`src/rtl/airtime_pkg.sv`:
```
package airtime_pkg;

    typedef enum logic [1:0] {
        BW_20 = 2'd0,
        BW_40 = 2'd1,
        BW_10 = 2'd2,
        BW_05 = 2'd3
    } bw_mode_e;

    localparam int TIME_W = 7;
    localparam int SYM_W  = 3;

    localparam logic [TIME_W-1:0] SIFS_BG_US    = 7'd10;
    localparam logic [TIME_W-1:0] SIFS_5G_US    = 7'd16;
    localparam logic [TIME_W-1:0] SIFS_WIDE_US  = 7'd8;
    localparam logic [TIME_W-1:0] SIFS_HALF_US  = 7'd32;
    localparam logic [TIME_W-1:0] SIFS_QUART_US = 7'd64;
    localparam logic [TIME_W-1:0] PRE_US        = 7'd20;
    localparam logic [TIME_W-1:0] PRE_SHORT_US  = 7'd14;
    localparam logic [SYM_W-1:0]  SYM_US        = 3'd4;
    localparam int                OVH_BITS      = 22;

    typedef struct packed {
        logic [TIME_W-1:0] sifs;
        logic [TIME_W-1:0] pre;
        logic [SYM_W-1:0]  sym;
    } timing_t;

    typedef enum logic {
        ST_IDLE = 1'b0,
        ST_RUN  = 1'b1
    } calc_state_e;

endpackage

```
`src/rtl/airtime_mode_sel.sv`:
```
module airtime_mode_sel
    import airtime_pkg::*;
#(
    parameter int RATE_W = 10
) (
    input  bw_mode_e          mode,
    input  logic              band_5g,
    input  logic [RATE_W-1:0] rate,
    output timing_t           tim,
    output logic [RATE_W-1:0] eff_rate
);
    logic [RATE_W:0] half_up;
    logic [RATE_W:0] quart_up;

    assign half_up  = ({1'b0, rate} + (RATE_W+1)'(1)) >> 1;
    assign quart_up = ({1'b0, rate} + (RATE_W+1)'(3)) >> 2;

    always_comb begin
        tim.sym  = SYM_US;
        tim.pre  = PRE_US;
        tim.sifs = band_5g ? SIFS_5G_US : SIFS_BG_US;
        eff_rate = rate;
        unique case (mode)
            BW_40: begin
                tim.sifs = SIFS_WIDE_US;
                tim.pre  = PRE_SHORT_US;
            end
            BW_10: begin
                tim.sifs = SIFS_HALF_US;
                eff_rate = half_up[RATE_W-1:0];
            end
            BW_05: begin
                tim.sifs = SIFS_QUART_US;
                eff_rate = quart_up[RATE_W-1:0];
            end
            default: ;
        endcase
    end
endmodule

```
`src/rtl/airtime_divider.sv`:
```
module airtime_divider #(
    parameter int NUM_W = 20,
    parameter int DVS_W = 13
) (
    input  logic             clk,
    input  logic             rst,
    input  logic             load,
    input  logic [NUM_W-1:0] dividend,
    input  logic [DVS_W-1:0] divisor,
    output logic             done,
    output logic [NUM_W-1:0] quotient,
    output logic [DVS_W:0]   remainder
);
    localparam int CNT_W = $clog2(NUM_W + 1);

    logic [DVS_W-1:0] dvs_q;
    logic [CNT_W-1:0] step_q;
    logic             run_q;
    logic [DVS_W:0]   shifted;
    logic [DVS_W+1:0] trial;

    assign shifted = {remainder[DVS_W-1:0], quotient[NUM_W-1]};
    assign trial   = {1'b0, shifted} - {2'b00, dvs_q};

    always_ff @(posedge clk) begin
        if (rst) begin
            run_q     <= 1'b0;
            done      <= 1'b0;
            step_q    <= '0;
            dvs_q     <= '0;
            quotient  <= '0;
            remainder <= '0;
        end else begin
            done <= 1'b0;
            if (load && !run_q) begin
                run_q     <= 1'b1;
                step_q    <= '0;
                dvs_q     <= divisor;
                quotient  <= dividend;
                remainder <= '0;
            end else if (run_q) begin
                if (!trial[DVS_W+1]) begin
                    remainder <= trial[DVS_W:0];
                    quotient  <= {quotient[NUM_W-2:0], 1'b1};
                end else begin
                    remainder <= shifted;
                    quotient  <= {quotient[NUM_W-2:0], 1'b0};
                end
                if (step_q == CNT_W'(NUM_W - 1)) begin
                    run_q <= 1'b0;
                    done  <= 1'b1;
                end
                step_q <= step_q + CNT_W'(1);
            end
        end
    end
endmodule

```
`src/rtl/airtime_calc.sv`:
```
module airtime_calc
    import airtime_pkg::*;
#(
    parameter int LEN_W  = 12,
    parameter int RATE_W = 10
) (
    input  logic                clk,
    input  logic                rst,
    input  logic                start,
    input  logic [LEN_W-1:0]    frame_len,
    input  logic [RATE_W-1:0]   rate,
    input  logic [1:0]          bw_mode,
    input  logic                band_5g,
    output logic                busy,
    output logic                valid,
    output logic                err,
    output logic [LEN_W+10:0]   duration
);
    localparam int BITS_W = LEN_W + 4;
    localparam int NUM_W  = BITS_W + 4;
    localparam int DVS_W  = RATE_W + SYM_W;
    localparam int DUR_W  = NUM_W + 3;

    timing_t           tim;
    logic [RATE_W-1:0] eff_rate;
    logic [BITS_W-1:0] bit_total;
    logic [NUM_W-1:0]  numer;
    logic [DVS_W-1:0]  denom;
    logic              accept;
    logic              div_done;
    logic [NUM_W-1:0]  quo;
    logic [DVS_W:0]    rem;
    logic [NUM_W-1:0]  sym_count;
    calc_state_e       state_q;
    logic [TIME_W:0]   base_q;
    logic [SYM_W-1:0]  sym_q;

    airtime_mode_sel #(.RATE_W(RATE_W)) u_mode (
        .mode     (bw_mode_e'(bw_mode)),
        .band_5g  (band_5g),
        .rate     (rate),
        .tim      (tim),
        .eff_rate (eff_rate)
    );

    assign bit_total = BITS_W'(OVH_BITS) + (BITS_W'(frame_len) << 3);
    assign numer     = NUM_W'(bit_total) * NUM_W'(10);
    assign denom     = DVS_W'(eff_rate) * DVS_W'(tim.sym);
    assign accept    = start && (state_q == ST_IDLE) && (rate != '0);

    airtime_divider #(.NUM_W(NUM_W), .DVS_W(DVS_W)) u_div (
        .clk       (clk),
        .rst       (rst),
        .load      (accept),
        .dividend  (numer),
        .divisor   (denom),
        .done      (div_done),
        .quotient  (quo),
        .remainder (rem)
    );

    assign sym_count = quo + NUM_W'(rem != '0);

    always_ff @(posedge clk) begin
        if (rst) begin
            state_q  <= ST_IDLE;
            valid    <= 1'b0;
            err      <= 1'b0;
            duration <= '0;
            base_q   <= '0;
            sym_q    <= '0;
        end else begin
            valid <= 1'b0;
            unique case (state_q)
                ST_IDLE: begin
                    if (start && rate == '0) begin
                        valid    <= 1'b1;
                        err      <= 1'b1;
                        duration <= '0;
                    end else if (accept) begin
                        state_q <= ST_RUN;
                        base_q  <= {1'b0, tim.sifs} + {1'b0, tim.pre};
                        sym_q   <= tim.sym;
                    end
                end
                ST_RUN: begin
                    if (div_done) begin
                        state_q  <= ST_IDLE;
                        valid    <= 1'b1;
                        err      <= 1'b0;
                        duration <= DUR_W'(base_q) + DUR_W'(sym_q) * DUR_W'(sym_count);
                    end
                end
                default: state_q <= ST_IDLE;
            endcase
        end
    end

    assign busy = (state_q == ST_RUN);
endmodule

```
`config.mk`:
```
export PLATFORM = sky130hd
export DESIGN_NAME = airtime_calc
export DESIGN_NICKNAME = d
export VERILOG_FILES = /design/src/rtl/airtime_pkg.sv /design/src/rtl/airtime_mode_sel.sv /design/src/rtl/airtime_divider.sv /design/src/rtl/airtime_calc.sv
export SDC_FILE = /design/constraint.sdc
export NUM_CORES = 1
export LEC_CHECK = 0
export BUFFER_PORTS_ARGS = -buffer_cell sky130_fd_sc_hd__buf_2
export CELL_PAD_IN_SITES_DETAIL_PLACEMENT = 0
export CELL_PAD_IN_SITES_GLOBAL_PLACEMENT = 2
export CORE_MARGIN = 2
export CORE_UTILIZATION = 34
export DETAILED_ROUTE_END_ITERATION = 10
export PLACE_DENSITY_LB_ADDON = 0.1
export SLEW_MARGIN = 20
export SYNTH_ARGS = -nofsm -noshare
export SYNTH_HDL_FRONTEND = slang
export SYNTH_HIERARCHICAL = 1
export SYNTH_SLANG_ARGS = --single-unit
```
`constraint.sdc`:
```
create_clock -name clk -period 5.89 [get_ports clk]
set_clock_uncertainty 0.15 [all_clocks]
set_input_delay 0.589 -clock clk [delete_from_list [all_inputs] [get_ports clk]]
set_output_delay 0.589 -clock clk [all_outputs]
set_load 0.005 [all_outputs]
```
# --- After elaboration in Yosys (flattened, before gate mapping) ---
# Index checks and enable logic that the tools add are counted.
totals:
  ff_bits: 86
  in_bits: 28
  output_inout_bits: 26
  word_cells: 70
classes:
  add_sub_neg: 8
  mul: 2
  n_eq_ne: 6
  muxes: 25
  bitwise_logic: 3
  reduce_logical: 13
op_table:
  columns: ["cell", "n"]
  rows:
  - ["$mux 23", 2]
  - ["$pmux 23 s2", 1]
  - ["$mux 20", 2]
  - ["$add 8x23->23", 1]
  - ["$mul 1x20->21", 1]
  - ["$pmux 7 s3", 1]
  - ["$add 20x1->20", 1]
  - ["$pmux 10 s2", 1]
  - ["$mul 16x3->19 const B", 1]
  - ["$add 5x15->16 const A", 1]
  - ["$sub 14x12->15", 1]
  - ["$mux 14", 1]
  - ["$reduce_bool 14->1", 1]
  - ["$mux 1", 12]
  - ["$add 10x1->11 const B", 1]
  - ["$add 10x2->11 const B", 1]
  - ["$logic_not 10->1", 1]
  - ["$mux 5", 2]
  - ["$reduce_bool 10->1", 1]
  - ["$add 7x7->8", 1]
  - ["$pmux 1 s2", 3]
  - ["$add 5x1->5 const B", 1]
  - ["$eq 5x5->1 const B", 1]
  - ["$eq 2x2->1 const B", 2]
  - ["other kinds (10)", 16]

# --- Logic depth before layout (Yosys ltp) ---
# Gate-level depths: netlist of the first run.
logic_depth:
  word_depth: 6
  mapped_depth: 21
  depth_no_buf: 21

# --- Hierarchy ---
# Netlist of the first run, hierarchy kept.
by_module_without_submodules:
  columns: ["mod", "n_inst", "cells_per_inst", "area_per_inst_um2", "seq_area_each_um2"]
  rows:
  - ["airtime_calc", 1, 726, 5754.3, 740.7]
  - ["airtime_divider", 1, 366, 2937.8, 1081.0]
  - ["airtime_mode_sel", 1, 99, 696.9, 0.0]

# --- Worst setup path after synthesis of the first run ---
# Ideal clock, no wire load.
synth_path:
  path_type: "reg2reg"
  start: "register u_div.remainder[8]"
  end: "register duration[18]"
  setup_ns: 0.126
  t_arrival_ns: 4.123
  required_time_ns: 5.614
  slack_ns: 1.491
  path_stages_with_launch: 20
  n_path_buf: 0
  synth_period_minus_slack_ns: 4.399
  cell_sequence: "dfxtp_1 -> nor4_1 -> nand4_1 -> ha_1 -> ha_1 -> nand3_1 -> xor2_1 -> nor2b_1 -> fa_1 -> inv_1 -> fa_1 -> inv_1 -> ha_1 -> a21oi_2 -> o31ai_4 -> a31oi_4 -> o221ai_2 -> a221oi_2 -> xor2_1 -> o21ai_1"
synth_between:
  elab_chain_len: 6
synth_lines:
  columns: ["item", "line_no", "rtl"]
  rows:
  - ["start, declared", "airtime_divider.sv:12", "output logic [DVS_W:0] remainder"]
  - ["start signal, assigned", "airtime_divider.sv:43", "remainder <= trial[DVS_W:0];"]
  - ["start signal, assigned", "airtime_divider.sv:46", "remainder <= shifted;"]
  - ["$reduce_bool 14->1", "airtime_calc.sv:62", "assign sym_count = quo + NUM_W'(rem != '0);"]
  - ["$add 20x1->20", "airtime_calc.sv:62", null]
  - ["$mul 1x20->21", "airtime_calc.sv:91", "duration <= DUR_W'(base_q) + DUR_W'(sym_q) * DUR_W'(sym_count);"]
  - ["$add 8x23->23", "airtime_calc.sv:91", null]
  - ["$mux 23", "airtime_calc.sv:87", "if (div_done) begin"]
  - ["$pmux 23 s2", "airtime_calc.sv:74", "unique case (state_q)"]
  - ["end signal, assigned", "airtime_calc.sv:91", null]
  - ["end, declared", "airtime_calc.sv:17", "output logic [LEN_W+10:0] duration"]
# No other way between the ends. The select of a mux whose other input is x is not followed.
# A chain may end at the register's enable or synchronous reset.

# --- Final worst setup path of the first run ---
# Same ends and word-level chain as after synthesis.

==> results.cfg, run 1 <==
[logic_synthesis]
yosysWarnings = 6
synth_edf_count = 0
synth_ff_type = dfxtp_1
yosysUniqueCellTypes = 86
ys_seq_area_share_pct = 19.4
syn_avg_cell_area_um2 = 7.88
ys_seq_elements = 91
async_flop_share_pct = 0
syn_inst = 1191
syn-cell-area_um2 = 9390

[layout]
antenna_cells = 0
fillCellCount = 2918
num-nets-final = 1375
register_area_um2 = 1820
multi_input_area_um2 = 6900
final_area_um2 = 10100
drive_above_1_share_pct = 8.97
area_growth_pct = 7.72

[cts]
cts-root-buf = clkbuf_16
max-clock-path-buffers = 2
cts_tree = yes
postCtsSetupRepairBufs = 0
ctsResizeCount = 0
cts_sinks = 91
cts.reportedPaths.clkPinSlew_ps = 70
cts_inserted_buffers = 9
clk_latency_ps = 350
postCtsHoldBufs = 0
htreeDepth = 3

[routing]
drtAntennaViolNets = 0
dr.pass1.iters = 4
routed-wl-met2_um = 10700
post-route-drc-count = 0
wl_met3_um = 311
wl_um = 21600
top_layer = met4
wire_per_inst_um = 13.9
wl_met1_um = 10400
dr.first_iter.drc_count = 289
vias_per_cell = 5.09
vias = 7924

[grt]
antenna_found_initial = 0
grt_pass1_vias = 7617
grt_use_total_pct = 15.2
grt_pass1_wl_um = 36700
grt_overflow_total = 0
grt_max_degree = 73

[worst_setup_path]
slowest_delay_ps = 570
crit_arrival_ps = 4920
startpoint_type = register
cpMostUsedCell = ha_1
worstPathCellList = nor4_1, nand4_1, ha_1, ha_1, xor2_1, nand2_1, fa_1, fa_1, inv_1, ha_1, a211oi_2, o31ai_4, a31oi_4, o221ai_2, a221oi_2, xor2_1, o21ai_1
cp-end-kind = register
critPathKind = register to register
cp_max_fo = 5
crit_path_top_delay_cell = fa_1
crit_required_ps = 5960

[placed_design]
gp_congestion = 0.789
placed_area_um2 = 9810
io_buffers = 53
post-dp-hpwl_um = 17200

[min_path]
worstHoldPathType = register to register

[timing]
slew_headroom_pct = 38.5
rsz0062_at_grt = false
hold_viol_final = 0
min_period_over_period_pct = 82.4
tns_ps = 0
setup_viol = 0
slew_viol_final = 0
fmax_ghz = 0.206
period_minus_slack_ps = 4850
tightest_slew_ps = 919

[die]
die_w_um = 170
die_h_um = 170
coreArea_um2 = 27000
rows = 60
io_pins = 54
start_util_pct = 34.7
dieArea_um2 = 29000

[power_and_ir_drop]
peakVddDrop_mv = 0.126
power.density_nw_per_um2 = 208
p_leak_nw = 4.55

[status]
status = finished, final reports clean

[run]
maxCapViolCount = 0
==> worst max-delay path, delay by kind of cell (launching register included) <==
family                   cells  cell delay [ps]
AO/OA/AOI/OAI                6             1250
XOR/XNOR                     2              410
adder cells (fa/ha/maj)      5             1910
buffers and inverters        1               60
flip-flops                   1              340
AND/OR/NAND/NOR              3              590
==> power by group <==
part           switching, mW  internal (mW)
sequential            0.0459          0.655
combinational          0.462          0.329
clock                  0.274          0.338
total                  0.782           1.32
==> cell families (layout without fill, tap and decap cells) <==
group,count (synthesis),count (layout),share of synthesized area (%)
buffers and inverters,154,169,7.50
multiplexers,27,27,3.00
XOR/XNOR,82,82,7.65
AND/OR/NAND/NOR,423,423,21.8
other,4,13,0.160
AO/OA/AOI/OAI,273,273,19.2
flip-flops,91,91,19.4
adder cells (fa/ha/maj),137,137,21.2
==> flip-flops by register name, indices dropped and copies added (netlist names) <==
signal           flops
sym_q                3
u_div/remainder     14
u_div/quotient      20
err                  1
u_div/run_q          1
u_div/done           1
duration            23
base_q               8
valid                1
u_div/dvs_q         13
u_div/step_q         5
busy                 1
==> layout make-up <==
class                      count  area share (%)
multi-input combinational    955            68.2
inverter                      95            3.53
clock inverter                 7           0.817
sequential                    91            18.0
tap                          341            4.22
clock buffer                   9            2.23
timing repair buffer          58            2.99
==> path summary, 6_finish.rpt <==
check	slack, ps	end	cells past startpoint	start
max reg2reg	1040	duration[18]	17	u_div/remainder[8]
min	300	duration[21]	2	duration[21]
min reg2reg	300	duration[21]	2	duration[21]
max	1040	duration[18]	17	u_div/remainder[8]
==> cells in the final DEF, fill, tap and decap left out, types with 8 or more instances in the layout <==
master	Yosys	final
nor2_1	104	104
mux2i_1	24	24
inv_1	92	92
o21ai_1	18	18
and2_1	16	16
ha_1	100	100
nand2_1	131	131
dfxtp_1	91	90
o21a_1	8	8
a21oi_1	101	101
a21o_1	19	19
conb_1	4	13
xor2_1	50	50
clkbuf_16	0	9
nor3_1	16	16
o211ai_1	9	9
nor2b_1	64	64
buf_2	1	53
nand2b_1	13	13
nand3_1	21	21
a211oi_1	8	8
fa_1	37	37
nand4_1	17	17
xnor2_1	32	32
o21ai_0	40	40
==> through the flow <==
stage | power, mW | cells | util, % | hold WS [ps] | worst slack, ps
6_report | 2.10 | 1556 | 37.4 | 296 | 1040
2_1_floorplan | 1.36 | 1200 | - | 282 | 1490
3_3_place_gp | 1.52 | 1540 | 36.3 | 282 | 1050
3_5_place_dp | 1.51 | 1540 | 36.3 | 289 | 981
5_1_grt | 2.27 | 1556 | 37.4 | 330 | 642
4_1_cts | 2.14 | 1556 | 37.4 | 299 | 966
==> cells in the mapped netlist (3+ instances only) <==
cell / number / area [µm²]
a21oi_2: 5 / 43.8
nor4_1: 5 / 31.3
a21boi_1: 3 / 22.5
a21oi_1: 101 / 505
and4_1: 3 / 26.3
o21ai_1: 18 / 90.1
o21ai_0: 40 / 200
nor3_1: 16 / 80.1
nor2b_1: 64 / 400
nand2b_1: 13 / 81.3
or3_1: 7 / 43.8
nor2_1: 104 / 390
o21a_1: 8 / 60.1
nand3_1: 21 / 105
nand4_1: 17 / 106
a31oi_1: 7 / 43.8
xor2_1: 50 / 438
o211ai_1: 9 / 67.6
and2_1: 16 / 100
buf_6: 8 / 90.1
a22oi_1: 6 / 45.0
dfxtp_1: 91 / 1820
a41oi_1: 4 / 35.0
a21o_1: 19 / 143
buf_1: 4 / 15.0
mux2i_1: 24 / 240
and3_1: 7 / 43.8
nand3b_1: 5 / 37.5
a211oi_1: 8 / 60.1
inv_1: 92 / 345
buf_4: 12 / 90.1
o22ai_1: 5 / 31.3
xnor2_1: 32 / 280
nand2_1: 131 / 492
clkbuf_1: 32 / 120
conb_1: 4 / 15.0
or2_2: 4 / 25.0
fa_1: 37 / 741
ha_1: 100 / 1250
==> metal layers <==
layer  track usage (%)  vias up
met4              3.27        0
met3              1.84       14
li1                  -     4106
met1              19.5     3752
met2              27.3       52
met5                 0        -
Power figures use the tool's default switching activity.
==> run 2, diff against run 1 <==
- ABC_AREA: unset -> 1
- clock period: 5.89 -> 5 ns (I/O delays scaled with it)
==> results.cfg, run 2 <==
[status]
status = finished, final reports clean

[cts]
clk_latency_ps = 360
cts_inserted_buffers = 9
cts_tree = yes
cts-root-buf = clkbuf_16
postCtsHoldBufs = 0
max-clock-path-buffers = 2
cts_sinks = 91
ctsResizeCount = 0
cts.reportedPaths.clkPinSlew_ps = 80
postCtsSetupRepairBufs = 0
htreeDepth = 3

[die]
coreArea_um2 = 29600
die_w_um = 178
die_h_um = 178
rows = 63
start_util_pct = 34.6
dieArea_um2 = 31500
io_pins = 54

[logic_synthesis]
yosysUniqueCellTypes = 51
syn_inst = 1636
synth.area.top_cells = nand2_1 18%, dfxtp_1 18%, ha_1 12%
syn_avg_cell_area_um2 = 6.26
ys_seq_area_share_pct = 17.8
yosysTopAreaCellShare_pct = 17.9
yosysMostFrequentCell = nand2_1
syn-cell-area_um2 = 10200
async_flop_share_pct = 0
yosysWarnings = 6
synth.top_cells.by_count = 490 x nand2_1, 275 x inv_1, 140 x nor2_1
synth_top_area_cell = nand2_1
synth_ff_type = dfxtp_1
synth_edf_count = 0
ys_seq_elements = 91

[power_and_ir_drop]
power.density_nw_per_um2 = 242
p_leak_nw = 5.94
total_power_mw = 2.71
peakVddDrop_mv = 0.172

[placed_design]
gp_congestion = 0.816
placed_area_um2 = 10800
placed_cells = 2049
dp_worst_setup_slack_ps = 315
io_buffers = 53
post-dp-hpwl_um = 22400

[layout]
final_area_um2 = 11200
layout_common_cells = 490 x nand2_1, 275 x inv_1, 140 x nor2_1, 114 x a21oi_1, 113 x nand3_1
largest_reg_flops = 23
fillCellCount = 3374
num-nets-final = 1835
largestRegisters = duration (23), u_div/quotient (20), u_div/remainder (14)
regMostFlops = duration
final_common_cell = nand2_1
antenna_cells = 0
post-route-util_pct = 37.7
drive_above_1_share_pct = 7.22
area_growth_pct = 8.93
layout.cells.non_filler = 2065

[grt]
grt_overflow_total = 0
grt_pass1_wl_um = 46500
grt_use_total_pct = 18.2
antenna_found_initial = 0
grt_max_degree = 34
grt_pass1_vias = 9515

[routing]
dr.pass1.iters = 5
dr.first_iter.drc_count = 454
post-route-drc-count = 0
vias = 9689
wl_um = 27300
vias_per_cell = 4.69
wire_per_inst_um = 13.2
drtAntennaViolNets = 0

[worst_setup_path]
crit_required_ps = 5070
crit_arrival_ps = 4680
r2r_cells = 21
critPathKind = register to register
cp-end-kind = register
cp_max_fo = 4
startpoint_type = register

[timing]
tightest_slew_ps = 937
hold_viol_final = 0
fmax_ghz = 0.217
min_period_over_period_pct = 92.2
slew_viol_final = 0
period_minus_slack_ps = 4610
tns_ps = 0
holdWs_ps = 312
setup_viol = 0
slew_headroom_pct = 37.5
rsz0062_at_grt = false
worst_slack_ps = 390

[run]
maxCapViolCount = 0

[min_path]
worstHoldPathType = register to register
hold_depth = 2
## run 2: cell types whose count changed after synthesis, sizes merged, moves of 17 or more
cell,delta
a21o,-17
inv,+187
mux2i,-24
nand2,+366
nand3,+96
nor2,+44
nor2b,-64
## run 2: power by group
group          internal (mW)  leakage (nW)  switching, mW
sequential             0.775         0.742         0.0546
combinational          0.411          5.05          0.750
clock                  0.368         0.151          0.348
total                   1.55          5.94           1.15
## run 2: path summary, 6_finish.rpt
| check | from | end | slack (ps) |
|---|---|---|---|
| worst min-delay path | duration[8] | duration[8] | 310 |
| worst max-delay path | u_div/remainder[6] | duration[18] | 390 |
| worst max register to register | u_div/remainder[6] | duration[18] | 390 |
| worst min register to register | duration[8] | duration[8] | 310 |
## run 2: worst max-delay path: stages, from the launching register on
cell     delay (ps)
dfxtp_1         350
nor4_2          340
nand4_1         160
ha_1            260
ha_1            230
nand3_2         120
xor2_1          250
nor2_1          100
fa_1            560
inv_1            50
fa_1            490
inv_1            40
ha_1            350
nand2_1         110
nor2_1          240
nand3_1         120
nand3_1         160
nand2_1         120
nand2_1          70
nand2_1          40
nand3_1          60
a21oi_1          80
## run 2: area by class of cell
| type | instances | area [µm²] | share of cell area [%] |
|---|---|---|---|
| Sequential cell | 91 | 1820 | 16.3 |
| Timing Repair Buffer | 58 | 303 | 2.71 |
| Multi-Input combinational cell | 1223 | 7160 | 64.2 |
| Clock buffer | 10 | 239 | 2.14 |
| Tap cell | 390 | 488 | 4.37 |
| Clock inverter | 6 | 67.6 | 0.605 |
| Inverter | 287 | 1080 | 9.67 |
## run 2: cell families (layout without fill, tap and decap cells)
group / Yosys count / in the layout / share of synthesized area, %
XOR/XNOR: 52 / 52 / 4.44
other: 4 / 13 / 0.146
adder cells (fa/ha/maj): 137 / 137 / 19.4
AND/OR/NAND/NOR: 834 / 834 / 35.3
buffers and inverters: 331 / 361 / 12.8
flip-flops: 91 / 91 / 17.8
AO/OA/AOI/OAI: 187 / 187 / 10.1
## run 2: metal layers
metal,share of wire [%],GRT usage [%]
met5,0,0
met4,1.2,3.83
met3,2.1,1.76
met2,48,31.8
met1,49,24.2
==> run 3, diff against run 2 <==
- SYNTH_HIERARCHICAL: 1 -> unset
==> results.cfg, run 3 <==
[min_path]
hold_depth = 2
worstHoldPathType = register to register
min_from = duration[2]

[power_and_ir_drop]
p_leak_nw = 3.14
p_int_mw = 1.29
power.density_nw_per_um2 = 283
peakVddDrop_mv = 0.153
switching_share_pct = 35.6
clkPwrFrac_pct = 32.2
p_comb_share_pct = 30.3
switching_power_mw = 0.717
seqPwrFrac_pct = 37.5

[routing]
dr.pass1.iters = 4
dr.first_iter.drc_count = 203
drtAntennaViolNets = 0
vias_per_cell = 4.84
wire_per_inst_um = 13.7
wl_um = 16900
vias = 5965
post-route-drc-count = 0

[grt]
grt_overflow_total = 0
grt_max_degree = 37
antenna_found_initial = 0
grt_use_total_pct = 17.9
grt_pass1_wl_um = 29000
grt_pass1_vias = 5828

[worst_setup_path]
crit_required_ps = 5090
cp-startpoint = u_div.remainder[11]
cp_max_fo = 6
ff2ff_setup_slack_ps = 1470
crit_arrival_ps = 3620
reg2reg_to = duration[20]
regToRegStartpoint = u_div.remainder[11]
slowest_delay_ps = 360
critPathKind = register to register
r2r_cells = 22
cp-end-kind = register
startpoint_type = register
worstPathCellList = or2_2, nor3_1, nand4_1, ha_1, ha_1, nand2_1, o21ai_0, a21oi_1, ha_1, nand2_1, inv_1, nand4_1, nand3_1, nand2_4, nor2_8, nand2_4, nor2_4, nand2_2, o21ai_1, nand3_1, nand2_1, inv_1
crit_path_top_delay_cell = dfxtp_1
crit_end = duration[20]

[logic_synthesis]
synth.area.top_cells = dfxtp_1 26%, nand2_1 12%, ha_1 9.6%
yosysWarnings = 0
ys_seq_elements = 84
synth_top_area_cell = dfxtp_1
syn-cell-area_um2 = 6360
async_flop_share_pct = 0
yosysMostFrequentCell = nand2_1
synth_ff_type = dfxtp_1
synth_edf_count = 0
syn_avg_cell_area_um2 = 6.69
synth_nets = 1031
ys_seq_area_share_pct = 26.4
syn_inst = 951
yosysTopAreaCellShare_pct = 26.4
yosysUniqueCellTypes = 53
synth.top_cells.by_count = 199 x nand2_1, 120 x inv_1, 93 x a21oi_1

[timing]
tightest_slew_ps = 807
holdWs_ps = 310
slew_headroom_pct = 46.1
hold_viol_final = 0
period_minus_slack_ps = 3530
worst_slack_ps = 1470
tns_ps = 0
fmax_ghz = 0.283
slew_viol_final = 0
min_period_over_period_pct = 70.6
setup_viol = 0
rsz0062_at_grt = false

[placed_design]
io_buffers = 52
placed_area_um2 = 6820
gp_congestion = 0.825
dp_worst_setup_slack_ps = 1430
post-dp-hpwl_um = 13500

[cts]
cts_tree = yes
cts_sinks = 84
cts.reportedPaths.clkPinSlew_ps = 60
ctsResizeCount = 0
htreeDepth = 3
postCtsHoldBufs = 0
max-clock-path-buffers = 2
postCtsSetupRepairBufs = 0
cts_inserted_buffers = 9
clk_latency_ps = 350
cts-root-buf = clkbuf_16

[layout]
num-nets-final = 1073
register_area_um2 = 1680
post-route-util_pct = 38.4
multi_input_area_um2 = 4080
final_common_cell = nand2_1
layout_common_cells = 199 x nand2_1, 120 x inv_1, 93 x a21oi_1, 84 x dfxtp_1, 77 x nor2_1
largest_reg_flops = 22
drive_above_1_share_pct = 13.5
final_area_um2 = 7110
antenna_cells = 0
regMostFlops = duration
fillCellCount = 2081
largestRegisters = duration (22), u_div.quotient (20), u_div.remainder (14)
area_growth_pct = 11.8

[die]
io_pins = 54
die_h_um = 141
rows = 50
start_util_pct = 34.3
die_w_um = 141
dieArea_um2 = 19800
coreArea_um2 = 18500

[run]
maxCapViolCount = 0

[status]
status = finished, final reports clean
run 3: cell types whose count changed after synthesis, moves of 11 or more:
| cell | change |
|---|---|
| a21oi_1 | -21 |
| buf_4 | -12 |
| fa_1 | -34 |
| ha_1 | -51 |
| inv_1 | -155 |
| nand2_1 | -291 |
| nand3_1 | -56 |
| nand3b_1 | -14 |
| nor2_1 | -63 |
| nor2_2 | +15 |
| o21ai_0 | +25 |
| o22ai_1 | +13 |
| xnor2_1 | -11 |
| xor2_1 | -14 |
run 3: worst min-delay path by stage:
stage and endpoint:
6_report duration[2], 5_1_grt duration[12], 4_1_cts duration[14], 3_5_place_dp u_div.dvs_q[2], 3_3_place_gp duration[14], 2_1_floorplan base_q[7]
run 3: stage by stage:
step           power, mW  instances
3_5_place_dp        1.38       1216
2_1_floorplan       1.22        951
4_1_cts             2.04       1232
5_1_grt             2.17       1232
6_report            2.01       1232
3_3_place_gp        1.39       1216
run 3: area by class of cell:
type	instances	share of cell area [%]
repair buffers	57	4.19
flip-flops and latches	84	23.7
well taps	234	4.12
multi-input cells	716	57.4
clock inverters	5	0.510
inverters	125	6.60
clock buffers	11	3.56
run 3: power by group through the flow:
stage,Combinational (mW),Clock [mW],Sequential (mW)
after floorplan,0.468,0,0.755
after global placement,0.623,0,0.770
after detailed placement,0.614,0,0.770
after CTS,0.618,0.672,0.754
after global routing,0.706,0.700,0.762
final,0.610,0.647,0.754
run 3: kinds of logic (layout without fill, tap and decap cells):
logic type	after synthesis	count (layout)	share of synthesized area [%]
AND/OR/NAND/NOR	422	422	31.0
flip-flops	84	84	26.4
buffers and inverters	151	198	9.42
XOR/XNOR	27	27	3.72
adder cells (fa/ha/maj)	52	52	10.6
AO/OA/AOI/OAI	214	214	18.8
other	1	1	0.0590
run 3: critical path, delay by kind of cell, from the launching register on:
family,cells,cell delay [ps]
flip-flops,1,360
adder cells (fa/ha/maj),3,700
AND/OR/NAND/NOR,14,1740
buffers and inverters,2,120
AO/OA/AOI/OAI,3,360
run 3: layer usage:
| metal | part of all wire [%] | routed length, µm | track usage, % | up-vias |
|---|---|---|---|---|
| met5 | 0 | 0 | 0 | - |
| met4 | 1.8 | 301 | 5.79 | 0 |
| met3 | 2.8 | 480 | 2.24 | 19 |
| met2 | 43 | 7280 | 28.4 | 101 |
| met1 | 52 | 8860 | 25.4 | 2598 |
| li1 | - | - | - | 3247 |
